[src/rtl/serial_rx9_pkg.sv]
package serial_rx9_pkg;
  typedef enum logic [2:0] {
    RX_IDLE,
    RX_START,
    RX_BITS,
    RX_STOP,
    RX_HOLD
  } rx_state_e;

  localparam int STAT_W   = 2;
  localparam int STAT_FE  = 0;
  localparam int STAT_BRK = 1;
endpackage

[src/rtl/rx9_sync.sv]
module rx9_sync #(
  parameter int STAGES = 2
) (
  input  logic clk,
  input  logic rst,
  input  logic din,
  output logic dout,
  output logic fall
);
  logic [STAGES-1:0] sr;
  logic              prev;

  always_ff @(posedge clk) begin
    if (rst) begin
      sr   <= '1;
      prev <= 1'b1;
    end else begin
      sr   <= {sr[STAGES-2:0], din};
      prev <= sr[STAGES-1];
    end
  end

  assign dout = sr[STAGES-1];
  assign fall = prev & ~sr[STAGES-1];
endmodule

[src/rtl/rx9_frame.sv]
module rx9_frame
  import serial_rx9_pkg::*;
#(
  parameter int OVS      = 16,
  parameter int DATA_W   = 8,
  parameter int BRK_BITS = 11
) (
  input  logic              clk,
  input  logic              rst,
  input  logic              tick,
  input  logic              line,
  input  logic              fall,
  output logic              done_o,
  output logic [DATA_W-1:0] data_o,
  output logic              bit9_o,
  output logic              fe_o,
  output logic              brk_o
);
  localparam int PAY_W = DATA_W + 1;
  localparam int CNT_W = $clog2(OVS);
  localparam int IDX_W = $clog2(PAY_W);
  localparam int ZW    = $clog2(BRK_BITS + 1);
  localparam int MID   = OVS / 2;

  rx_state_e         state;
  logic [CNT_W-1:0]  cnt;
  logic [IDX_W-1:0]  idx;
  logic [PAY_W-1:0]  shreg;
  logic [ZW-1:0]     zcnt;

  always_ff @(posedge clk) begin
    if (rst) begin
      state  <= RX_IDLE;
      cnt    <= '0;
      idx    <= '0;
      shreg  <= '0;
      zcnt   <= '0;
      done_o <= 1'b0;
      data_o <= '0;
      bit9_o <= 1'b0;
      fe_o   <= 1'b0;
      brk_o  <= 1'b0;
    end else begin
      done_o <= 1'b0;
      fe_o   <= 1'b0;
      brk_o  <= 1'b0;
      case (state)
        RX_IDLE: begin
          if (fall) begin
            state <= RX_START;
            cnt   <= '0;
            zcnt  <= '0;
          end
        end
        RX_START: begin
          if (tick) begin
            if (cnt == CNT_W'(MID - 1)) begin
              cnt <= '0;
              if (!line) begin
                state <= RX_BITS;
                idx   <= '0;
                zcnt  <= ZW'(1);
              end else begin
                state <= RX_IDLE;
              end
            end else begin
              cnt <= cnt + 1'b1;
            end
          end
        end
        RX_BITS: begin
          if (tick) begin
            if (cnt == CNT_W'(OVS - 1)) begin
              cnt   <= '0;
              shreg <= {line, shreg[PAY_W-1:1]};
              if (line) zcnt <= '0;
              else if (zcnt != ZW'(BRK_BITS)) zcnt <= zcnt + 1'b1;
              if (idx == IDX_W'(PAY_W - 1)) state <= RX_STOP;
              else idx <= idx + 1'b1;
            end else begin
              cnt <= cnt + 1'b1;
            end
          end
        end
        RX_STOP: begin
          if (tick) begin
            if (cnt == CNT_W'(OVS - 1)) begin
              cnt    <= '0;
              done_o <= 1'b1;
              data_o <= shreg[DATA_W-1:0];
              bit9_o <= shreg[PAY_W-1];
              fe_o   <= ~line;
              if (!line && zcnt >= ZW'(BRK_BITS - 1)) begin
                brk_o <= 1'b1;
                state <= RX_HOLD;
              end else begin
                state <= RX_IDLE;
              end
            end else begin
              cnt <= cnt + 1'b1;
            end
          end
        end
        RX_HOLD: begin
          if (line) state <= RX_IDLE;
        end
        default: state <= RX_IDLE;
      endcase
    end
  end
endmodule

[src/rtl/rx9_regs.sv]
module rx9_regs
  import serial_rx9_pkg::*;
#(
  parameter int CTRL_W = 8
) (
  input  logic              clk,
  input  logic              rst,
  input  logic              set_fe,
  input  logic              set_brk,
  input  logic              clr,
  input  logic              ctrl_we,
  input  logic [CTRL_W-1:0] ctrl_wdata,
  input  logic              alias_sel,
  output logic [STAT_W-1:0] stat_o,
  output logic [CTRL_W-1:0] ctrl_o
);
  logic [STAT_W-1:0] stat_q;
  logic [CTRL_W-1:0] ctrl_q;

  always_ff @(posedge clk) begin
    if (rst) begin
      stat_q <= '0;
      ctrl_q <= '0;
    end else begin
      stat_q[STAT_FE]  <= set_fe  | (stat_q[STAT_FE]  & ~clr);
      stat_q[STAT_BRK] <= set_brk | (stat_q[STAT_BRK] & ~clr);
      if (ctrl_we) ctrl_q <= ctrl_wdata;
    end
  end

  assign stat_o = stat_q;
  assign ctrl_o = {(alias_sel ? stat_q[STAT_FE] : ctrl_q[CTRL_W-1]), ctrl_q[CTRL_W-2:0]};
endmodule

[src/rtl/serial_rx9.sv]
module serial_rx9
  import serial_rx9_pkg::*;
#(
  parameter int OVS         = 16,
  parameter int DATA_W      = 8,
  parameter int CTRL_W      = 8,
  parameter int SYNC_STAGES = 2,
  parameter int BRK_BITS    = 11
) (
  input  logic              clk,
  input  logic              rst,
  input  logic              tick16,
  input  logic              rxd,
  input  logic              stat_clr,
  input  logic              ctrl_we,
  input  logic [CTRL_W-1:0] ctrl_wdata,
  input  logic              fe_on_ctrl,
  output logic [DATA_W-1:0] rx_data,
  output logic              rx_bit9,
  output logic              rx_valid,
  output logic [1:0]        stat_rdata,
  output logic [CTRL_W-1:0] ctrl_rdata
);
  logic line_s, line_fall, fe_p, brk_p;

  rx9_sync #(.STAGES(SYNC_STAGES)) sync_i (
    .clk(clk), .rst(rst), .din(rxd), .dout(line_s), .fall(line_fall)
  );

  rx9_frame #(.OVS(OVS), .DATA_W(DATA_W), .BRK_BITS(BRK_BITS)) frame_i (
    .clk(clk), .rst(rst), .tick(tick16), .line(line_s), .fall(line_fall),
    .done_o(rx_valid), .data_o(rx_data), .bit9_o(rx_bit9),
    .fe_o(fe_p), .brk_o(brk_p)
  );

  rx9_regs #(.CTRL_W(CTRL_W)) regs_i (
    .clk(clk), .rst(rst), .set_fe(fe_p), .set_brk(brk_p), .clr(stat_clr),
    .ctrl_we(ctrl_we), .ctrl_wdata(ctrl_wdata), .alias_sel(fe_on_ctrl),
    .stat_o(stat_rdata), .ctrl_o(ctrl_rdata)
  );
endmodule

[config.mk]
export PLATFORM = sky130hd
export DESIGN_NAME = serial_rx9
export DESIGN_NICKNAME = d
export VERILOG_FILES = /design/src/rtl/serial_rx9_pkg.sv /design/src/rtl/rx9_sync.sv /design/src/rtl/rx9_frame.sv /design/src/rtl/rx9_regs.sv /design/src/rtl/serial_rx9.sv
export SDC_FILE = /design/constraint.sdc
export NUM_CORES = 1
export LEC_CHECK = 0
export CELL_PAD_IN_SITES_DETAIL_PLACEMENT = 1
export CELL_PAD_IN_SITES_GLOBAL_PLACEMENT = 2
export CORE_ASPECT_RATIO = 1.75
export CORE_MARGIN = 4
export CORE_UTILIZATION = 35
export CTS_CLUSTER_SIZE = 8
export DETAILED_ROUTE_END_ITERATION = 10
export PLACE_DENSITY = 0.9
export SKIP_LAST_GASP = 1
export SLEW_MARGIN = 25
export SYNTH_ARGS = -nofsm -noshare
export SYNTH_HDL_FRONTEND = slang
export SYNTH_SLANG_ARGS = --single-unit
[constraint.sdc]
create_clock -name clk -period 6 [get_ports clk]
set_clock_uncertainty 0.15 [all_clocks]
set_input_delay 1.2 -clock clk [delete_from_list [all_inputs] [get_ports clk]]
set_output_delay 1.2 -clock clk [all_outputs]
set_load 0.02 [all_outputs]
# Yosys cells after proc, flatten, opt, wreduce, memory -nomap -nowiden
# Index checks and enable logic that the tools add are counted.
[op_classes] bitwise_logic=10 n_eq_ne=21 add_sub_neg=3 mux=36 reduce_logical=15 n_lt_le_gt_ge=1
[op_table] cell="$mux W4" n=18
[op_table] cell="$mux W3" n=10
[op_table] cell="$pmux W4 S3" n=2
[op_table] cell="$pmux W3 S5" n=1
[op_table] cell="$add A4 B1 Y4 const B" n=3
[op_table] cell="$ne A2 B1 Y1 const B" n=6
[op_table] cell="$ne A2 B2 Y1 const B" n=6
[op_table] cell="$reduce_and A9 Y1" n=1
[op_table] cell="$eq A4 B4 Y1 const B" n=2
[op_table] cell="$pmux W4 S2" n=1
[op_table] cell="$reduce_and A8 Y1" n=1
[op_table] cell="$reduce_and A7 Y1" n=1
[op_table] cell="$eq A3 B2 Y1 const B" n=2
[op_table] cell="$reduce_and A3 Y1" n=2
[op_table] cell="$reduce_bool A3 Y1" n=2
[op_table] cell="$not A1 Y1" n=5
[op_table] cell="$eq A4 B3 Y1 const B" n=1
[op_table] cell="$ge A4 B4 Y1 const B" n=1
[op_table] cell="$ne A4 B4 Y1 const B" n=1
[op_table] cell="$reduce_and A4 Y1" n=1
[op_table] cell="$reduce_or A4 Y1" n=1
[op_table] cell="$and A1 B1 Y1" n=3
[op_table] cell="$eq A3 B1 Y1 const B" n=1
[op_table] cell="$eq A3 B3 Y1 const B" n=1
[op_table] cell="other kinds (10)" n=13
[word_totals] out_inout_bits=20 regBits=49

# Depth between registers and ports, before layout
# Gate-level depths: netlist (run 1).
[depth] ltp_word=6 mapped_depth=7 mapped_depth_nobuf=7

# Hierarchy
# A second synthesis (run 1) with hierarchy kept.
[hier_totals] hier_cells=270 hier_area_um2=2368.5
[modules_own_cells] mod="rx9_frame" cells_each=221 seq_area_each_um2=720.7 instances=1 area_per_inst_um2=1863.0
[modules_own_cells] mod="rx9_regs" cells_each=42 seq_area_each_um2=200.2 instances=1 area_per_inst_um2=420.4
[modules_own_cells] mod="rx9_sync" cells_each=7 seq_area_each_um2=60.1 instances=1 area_per_inst_um2=85.1

# Least setup slack after synthesis (run 1)
# Ideal clock, no wire load.
[synth_timing] kind="in2out" start="input port fe_on_ctrl" end="output port ctrl_rdata[7]" cell_stages=1 setup_slack_ps=3085 path_buffers=0 arrival_time_ps=1565 required_time_ps=4650 path_cell_list="mux2_2"
[synth_via] elab_chain_len=1
[synth_lines] element="start: declaration" line="serial_rx9.sv:17" text="input logic fe_on_ctrl,"
[synth_lines] element="$mux W1" line="rx9_regs.sv:32" text="assign ctrl_o = {(alias_sel ? stat_q[STAT_FE] : ctrl_q[CTRL_W-1]), ctrl_q[CTRL_W-2:0]};"
[synth_lines] element="end: declaration" line="serial_rx9.sv:22" text="output logic [CTRL_W-1:0] ctrl_rdata"
# No other way between the ends.

# Worst setup path after layout (run 1)
# Ends and elaborated chain as after synthesis.

==> results_dict.tcl, run 1 <==
set metrics [dict create \
    status "complete, no violations" \
    fin_crit_ps 3870 \
    ioPinCount 35 \
    fp.coreArea_um2 6180 \
    synth.cells.most_frequent "49 x dfxtp_1, 36 x nor2_1, 27 x mux2i_1, 15 x a21oi_1" \
    synth_top_area_share_pct 44.2 \
    final_nets 280 \
    finalCritPeriodShare_pct 64.4 \
    final_layout_size_suffix_gt1_share_pct 8.43 \
    final_hold_viol_count 0 \
    synth-seq-area-share_pct 44.2 \
    seq_area_um2 981 \
    cts_buffer_depth 2 \
    syn_to_final_growth_pct 21.0 \
    yosysWarnings 0 \
    yosysMostFrequentCell "dfxtp_1" \
    clock_sinks 49 \
    rsz0062_at_grt "false" \
    vias 1752 \
    cellPowerDensity_nw_per_um2 269 \
    whs_path_depth 1 \
    numPortBuffers 34 \
    drt_iter0_drc 41 \
    cts_setup_buffers 0 \
    maxSlewViolCount 0 \
    insertion_delay_ps 310 \
    h-tree-depth 2 \
    synth-main-ff-cell "dfxtp_1" \
    gr-usage-met3_pct 3.57 \
    setup_viol 0 \
    cts_buffers 5 \
    vias_per_cell 5.14 \
    antenna_found_initial 0 \
    fin_area_um2 2690 \
    yosysUniqueCellTypes 45 \
    dieArea_um2 7730 \
    cp_data_required_time_ps 4650 \
    met2_usage_pct 25.6 \
    first_global_vias 1778 \
    crit_path_start_kind "primary input" \
    fp.dieW_um 68.2 \
    synthCells 237 \
    grt_pass1_wl_mm 8.30 \
    wl_mm 4.84 \
    min_path_type "flip-flop to flip-flop" \
    stdcell_count 341 \
    grt_use_total_pct 14.0 \
    post_cts_resized 0 \
    setup_tns_ps 0 \
    busiest_layer "met2" \
    use_met1_pct 14.2 \
    leakagePower_uw 0.000928 \
    multi_input_area_um2 1090 \
    placed_cell_area_um2 2550 \
    endpoint_kind "output port" \
    initial_utilization_pct 35.9 \
    syn-cell-area_um2 2220 \
    first_pass_iters 4 \
    syn_nets 257 \
    cap_viol_max_count 0 \
    path_class "primary input to output port" \
    synth-edff-count 0 \
    hpwlAfterDp_mm 3.52 \
    finalPower_uw 721 \
    root_buffer "clkbuf_8" \
    num_antenna_cells 0 \
    grt_overflow_total 0 \
    wl_per_cell_um 14.2 \
    cts_tree "yes" \
    fin_util_pct 43.4 \
    grt_max_degree 25 \
    reg2reg_depth 5 \
    drc_errors 0 \
    cts_hold_buffers 0 \
    irDropWorstVdd_v 0.000141 \
    dp_cells 333 \
    placementRows 38 \
    gp_congestion 0.749 \
    worstMarginPinSlew_ps 809 \
    slew_headroom_pct 45.9 \
    synth_area_leaders "dfxtp_1 44%, mux2i_1 12%, nor2_1 6.1%" \
    critPathArrivalTime_ps 2520 \
    ys_seq_elements 49 \
    synth_largest_area_cell "dfxtp_1" \
    critical_path.max_fanout 1 \
    async_flop_share_pct 0 \
    final_antenna_net_count 0 \
    avgSynthCellArea_um2 9.36 \
    clk_pin_slew_ps 90 \
    fmax_ghz 0.259 \
    die_h_um 113 \
    fillers 706 \
]
## path summary, 6_finish.rpt
check | startpoint | to | slack [ps]
worst max-delay path | fe_on_ctrl | ctrl_rdata[7] | 2130
worst min-delay path | sync_i.sr[0] | sync_i.sr[1] | 280
worst max register to register | frame_i.state[1] | frame_i.idx[2] | 3570
worst min register to register | sync_i.sr[0] | sync_i.sr[1] | 280
## critical path, stage by stage
cell             delay (ps)
clkdlybuf4s50_1         460
mux2_2                  320
clkdlybuf4s50_1         530
## power breakdown
group	switching (uW)	internal, uW
logic	51.2	42.7
registers	11.6	333
clock network	115	168
## cells by family (layout without fill, tap and decap cells)
logic type	Yosys count	after routing	share of synthesized area (%)
AO/OA/AOI/OAI	37	37	11.3
multiplexers	28	28	12.7
buffers and inverters	27	51	6.71
flip-flops	49	49	44.2
XOR/XNOR	1	1	0.395
adder cells (fa/ha/maj)	5	5	2.82
AND/OR/NAND/NOR	90	90	21.8
## flip-flops by register name (all words and copies together) (netlist names), 2 cells and up
name and flops:
frame_i.cnt 4, frame_i.data_o 8, frame_i.idx 4, frame_i.shreg 9, frame_i.state 3, frame_i.zcnt 4, regs_i.ctrl_q 8, regs_i.stat_o 2
sync_i.sr 2
## per-stage QoR
step / setup WS (ps) / hold WS [ps]
after floorplan: 3090 / 239
after global placement: 2140 / 242
after detailed placement: 2130 / 259
after CTS: 2130 / 283
after global routing: 2080 / 290
final: 2130 / 277
## routing by layer
layer,up-vias,wire [um]
met5,-,0
met4,0,68
met3,4,226
met2,37,2670
met1,845,1870
li1,866,-
## area by class of cell
class | count | share of cell area (%)
flip-flops and latches | 49 | 36.5
clock inverters | 3 | 2.56
multi-input cells | 161 | 40.5
repair buffers | 35 | 13.0
well taps | 80 | 3.73
clock buffers | 5 | 2.56
inverters | 8 | 1.12
## cell usage in the layout, fill, tap and decap left out, types with 2 or more instances in the layout
master           count
a211o_1              2
a21oi_1             15
bufinv_16            2
clkbuf_8             5
clkdlybuf4s50_1     34
dfxtp_1             49
ha_1                 5
inv_1                8
mux2i_1             27
nand2_1              6
nand2b_1             3
nand3_1              5
nand3b_1             3
nand4_1              2
nor2_1              36
nor2b_1              6
nor3_1               3
nor3b_1              3
o211ai_2             2
o21ai_0              3
o21ai_1              5
or2_2                4
or3_1                5
or4_1                5
or4b_1               2
Note: power is estimated with default switching activity, not from simulation.
==> inputs of run 2 (changes only) <==
CORE_UTILIZATION = 29   (was 35)
PLACE_DENSITY = 0.81   (was 0.9)
clock period = 3.34 ns   (was 6 ns; I/O delays follow)
==> run 2 against run 1 <==
Net effect: combinational power increased by 81%; power increased by 100%; wire length increased by 3.9%; via count decreased by 1.1%; critical endpoint unchanged; largest power group is now clock.
==> results_dict.tcl, run 2 (same netlist as run 1, synthesis figures left out) <==
set metrics [dict create \
    cts_buffer_depth 2 \
    drt_iter0_drc 64 \
    slew_headroom_pct 56.7 \
    regMostFlops "frame_i.shreg" \
    finalWorstSetupSlack_ps 531 \
    vias_per_cell 4.95 \
    root_buffer "clkbuf_16" \
    grt_use_total_pct 11.9 \
    wl_per_cell_um 14.4 \
    cts_buffers 5 \
    fin_area_um2 2760 \
    final_layout_size_suffix_gt1_share_pct 8.78 \
    clk_pin_slew_ps 60 \
    min_from "sync_i.sr[0]" \
    status "complete, no violations" \
    fmax_ghz 0.356 \
    num_antenna_cells 0 \
    post-place-ws_ps 524 \
    initial_utilization_pct 29.5 \
    h-tree-depth 2 \
    clock_sinks 49 \
    top_regs "frame_i.shreg x9, frame_i.data_o x8, regs_i.ctrl_q x8" \
    numPortBuffers 34 \
    grt_max_degree 23 \
    grt_overflow_total 0 \
    crit_path_start_kind "primary input" \
    final_hold_viol_count 0 \
    hpwlAfterDp_mm 3.80 \
    endpoint_kind "output port" \
    final_nets 281 \
    holdWs_ps 266 \
    whs_path_depth 1 \
    post_cts_resized 0 \
    grt_pass1_wl_mm 8.39 \
    critPathArrivalTime_ps 1990 \
    fin_crit_ps 2810 \
    syn_to_final_growth_pct 24.4 \
    wl_mm 5.03 \
    maxSlewViolCount 0 \
    cts_setup_buffers 0 \
    rsz0062_at_grt "false" \
    cap_viol_max_count 0 \
    gp_congestion 0.724 \
    leakagePower_uw 0.000959 \
    cts_tree "yes" \
    rr_startpoint "frame_i.state[2]" \
    cts_hold_buffers 0 \
    fp.coreArea_um2 7510 \
    placed_cell_area_um2 2560 \
    cellPowerDensity_nw_per_um2 525 \
    placementRows 42 \
    cp_data_required_time_ps 2520 \
    final_common_cell "dfxtp_1" \
    worstReg2RegEnd "frame_i.state[2]" \
    finalCritPeriodShare_pct 84.1 \
    die_h_um 124 \
    rrSetupSlack_ps 910 \
    path_class "primary input to output port" \
    insertion_delay_ps 290 \
    largest_reg_flops 9 \
    ioPinCount 35 \
    min_path_type "flip-flop to flip-flop" \
    irDropWorstVdd_v 0.000223 \
    first_pass_iters 4 \
    dieArea_um2 9170 \
    vias 1732 \
    setup_viol 0 \
    final_antenna_net_count 0 \
    fin_util_pct 36.7 \
    first_global_vias 1745 \
    worstMarginPinSlew_ps 648 \
    fp.dieW_um 74.1 \
    critical_path.max_fanout 1 \
    setup_tns_ps 0 \
    critPathLaunch "fe_on_ctrl" \
    reg2reg_depth 5 \
    mostFrequentLayoutCells "49 x dfxtp_1, 36 x nor2_1, 34 x clkdlybuf4s50_1" \
    holdPathEnd "sync_i.sr[1]" \
    antenna_found_initial 0 \
    drc_errors 0 \
]
==> run 2: cell count changes in the layout (fill, tap and decap cells not counted) <==
cell and change:
buf_4 +1, clkbuf_16 +5, clkbuf_8 -5
==> run 2: through the flow <==
stage | total power [uW] | cells
2_1_floorplan | 755 | 237
3_3_place_gp | 802 | 342
3_5_place_dp | 805 | 342
4_1_cts | 1470 | 350
5_1_grt | 1520 | 350
6_report | 1450 | 350
==> run 2: layout make-up <==
cell class                      instances  area, um^2
Inverter                                8        30.0
Sequential cell                        49         981
Clock buffer                            5         125
Tap cell                               88         110
Clock inverter                          3        68.8
Multi-Input combinational cell        161        1090
Fill cell                             889        4760
Timing Repair Buffer                   36         355
==> run 2: where the power goes <==
group,total (uW),switching [uW],internal (uW),leakage (uW)
clock network,661,229,432,0.0000944
logic,170,92.2,77.5,0.000467
registers,619,20.5,599,0.000397
total,1450,341,1110,0.000959
==> run 2: worst max path at each step <==
stage | to | slack (ps)
finish | ctrl_rdata[7] | 530
global route | ctrl_rdata[7] | 510
CTS | ctrl_rdata[7] | 530
detailed placement | ctrl_rdata[7] | 520
global placement | ctrl_rdata[7] | 540
floorplan | frame_i.cnt[3] | 1380
==> run 2: worst max-delay path, cell delays in order <==
cell and delay, ps:
clkdlybuf4s50_1 460, mux2_2 320, clkdlybuf4s50_1 540
==> run 2: metal layers <==
layer  wire [um]  vias up  track usage [%]  part of all wire, %
met1        1830      826             11.5                   36
met3         196        8             2.02                  3.9
li1            -      867                -                    -
met2        2860       31             23.2                   57
met5           0        -                0                    0
met4         136        0             6.12                  2.7
==> inputs of run 3 (changes only) <==
clock period = 2.3 ns   (was 3.34 ns; I/O delays follow)
==> run 3 against run 2 <==
Net effect: non-clock buffer count increased by 17; sequential share of layout area is 1.2 points lower; global-route usage down 0.17 points; sequential cell count did not move; clock power grew 10%; first-iteration DRC count decreased by 14%; power is 32% higher; worst hold slack improved by 25 ps; worst setup slack worse by 390 ps; critical endpoint unchanged; final cell count is 4.9% higher.
==> results_dict.tcl, run 3 (same netlist as run 1, synthesis figures left out) <==
set metrics [dict create \
    status "complete, no violations" \
    finalCritPeriodShare_pct 94.0 \
    vias_per_cell 4.88 \
    final_common_cell "dfxtp_1" \
    critical_path.max_fanout 1 \
    reg2reg_depth 6 \
    endpoint_kind "output port" \
    first_pass_iters 4 \
    root_buffer "clkbuf_16" \
    fin_util_pct 38.0 \
    first_global_vias 1799 \
    wl_per_cell_um 13.7 \
    num_antenna_cells 0 \
    cts_tree "yes" \
    vias 1790 \
    fmax_ghz 0.462 \
    rsz0062_at_grt "false" \
    fp.dieW_um 74.1 \
    grt_pass1_wl_mm 8.27 \
    antenna_found_initial 0 \
    pwr-share-clk_pct 38.1 \
    placed_cell_area_um2 2710 \
    top_regs "frame_i.shreg x9, frame_i.data_o x8, regs_i.ctrl_q x8" \
    clock_sinks 49 \
    syn_to_final_growth_pct 28.9 \
    clk_pin_slew_ps 60 \
    rr_startpoint "frame_i.cnt[0]" \
    min_from "sync_i.sr[0]" \
    rrSetupSlack_ps 160 \
    irDropWorstVdd_v 0.000290 \
    fin_area_um2 2860 \
    wl_mm 5.03 \
    worstMarginPinSlew_ps 565 \
    worstReg2RegEnd "frame_i.zcnt[3]" \
    gp_congestion 0.747 \
    multi_input_area_um2 1090 \
    seq_power_share_pct 46.7 \
    fillers 908 \
    holdPathEnd "sync_i.sr[1]" \
    maxSlewViolCount 0 \
    grt_use_total_pct 11.8 \
    hpwlAfterDp_mm 3.85 \
    final_layout_size_suffix_gt1_share_pct 14.0 \
    grt_overflow_total 0 \
    finalPower_uw 1910 \
    cap_viol_max_count 0 \
    cts_buffer_depth 2 \
    swShare_pct 25.7 \
    cts_buffers 5 \
    regMostFlops "frame_i.shreg" \
    placementRows 42 \
    mostFrequentLayoutCells "49 x dfxtp_1, 36 x nor2_1, 33 x clkdlybuf4s50_1" \
    initial_utilization_pct 29.5 \
    drc_errors 0 \
    ioPinCount 35 \
    min_path_type "flip-flop to flip-flop" \
    path_class "primary input to output port" \
    h-tree-depth 2 \
    final_nets 298 \
    cellPowerDensity_nw_per_um2 669 \
    fin_crit_ps 2160 \
    combPwrFrac_pct 15.3 \
    grt_max_degree 22 \
    critPathArrivalTime_ps 1550 \
    slew_headroom_pct 61.9 \
    die_h_um 124 \
    leakagePower_uw 0.00103 \
    crit_path_start_kind "primary input" \
    p_int_uw 1420 \
    final_hold_viol_count 0 \
    largest_reg_flops 9 \
    whs_path_depth 1 \
    cp_data_required_time_ps 1690 \
    drt_iter0_drc 55 \
    fp.coreArea_um2 7510 \
    switchingPower_uw 493 \
    setup_viol 0 \
    numPortBuffers 34 \
    dieArea_um2 9170 \
    final_antenna_net_count 0 \
    seq_area_um2 981 \
    insertion_delay_ps 290 \
    cts_hold_buffers 0 \
]
run 3: changes by cell type in the layout (fill, tap and decap cells not counted), sizes merged:
cell           previous run  this run
clkbuf                    5         6
bufinv                    2         0
buf                       2        19
dlygate4sd2               0         1
clkinv                    0         1
clkdlybuf4s50            34        33
run 3: power groups by stage:
stage               clock network [uW]  registers, uW  logic, uW
finish                             728            893        292
global placement                     0            913        286
CTS                                761            893        292
floorplan                            0            902        194
global route                       792            897        325
detailed placement                   0            912        291
run 3: worst max-delay path, cell delays in order:
cell and delay, ps:
clkdlybuf4s50_1 460, mux2_2 320, dlygate4sd2_1 320
run 3: worst max path at each step:
| stage | startpoint | end | slack [ps] | cells after the start |
|---|---|---|---|---|
| 2_1_floorplan | frame_i.state[0] | frame_i.cnt[3] | 340 | 5 |
| 3_3_place_gp | fe_on_ctrl | ctrl_rdata[7] | -90 | 3 |
| 3_5_place_dp | tick16 | frame_i.zcnt[3] | -120 | 6 |
| 4_1_cts | frame_i.cnt[0] | frame_i.zcnt[3] | 100 | 6 |
| 5_1_grt | frame_i.cnt[0] | frame_i.zcnt[1] | 20 | 7 |
| 6_report | fe_on_ctrl | ctrl_rdata[7] | 140 | 3 |
run 3: timing repair:
action / in CTS / in global routing
endpoints found under the setup margin: 1 / 2
gates resized for setup: 1 / 0
buffers inserted: 0 / 1
pin swaps: 0 / 1
run 3: through the flow:
| stage | hold slack (ps) | TNS (ps) | setup slack (ps) | instances |
|---|---|---|---|---|
| 4_1_cts | 301 | 0 | 102 | 366 |
| 3_3_place_gp | 272 | -202 | -86.3 | 358 |
| 2_1_floorplan | 239 | 0 | 341 | 237 |
| 3_5_place_dp | 284 | -484 | -125 | 358 |
| 6_report | 291 | 0 | 137 | 367 |
| 5_1_grt | 310 | 0 | 18.2 | 367 |
run 3: cell type report:
class | count | area share [%]
Clock buffer | 6 | 4.51
Clock inverter | 2 | 0.481
Inverter | 8 | 1.05
Multi-Input combinational cell | 161 | 38.1
Sequential cell | 49 | 34.3
Tap cell | 88 | 3.85
Timing Repair Buffer | 53 | 17.7
run 3: metal layers:
metal  global-route usage [%]  part of all wire, %  wire length, um
met5                        0                    0                0
met4                     5.78                  2.4              122
met3                     2.58                  4.3              217
met2                     22.7                   56             2810
met1                     11.3                   37             1890
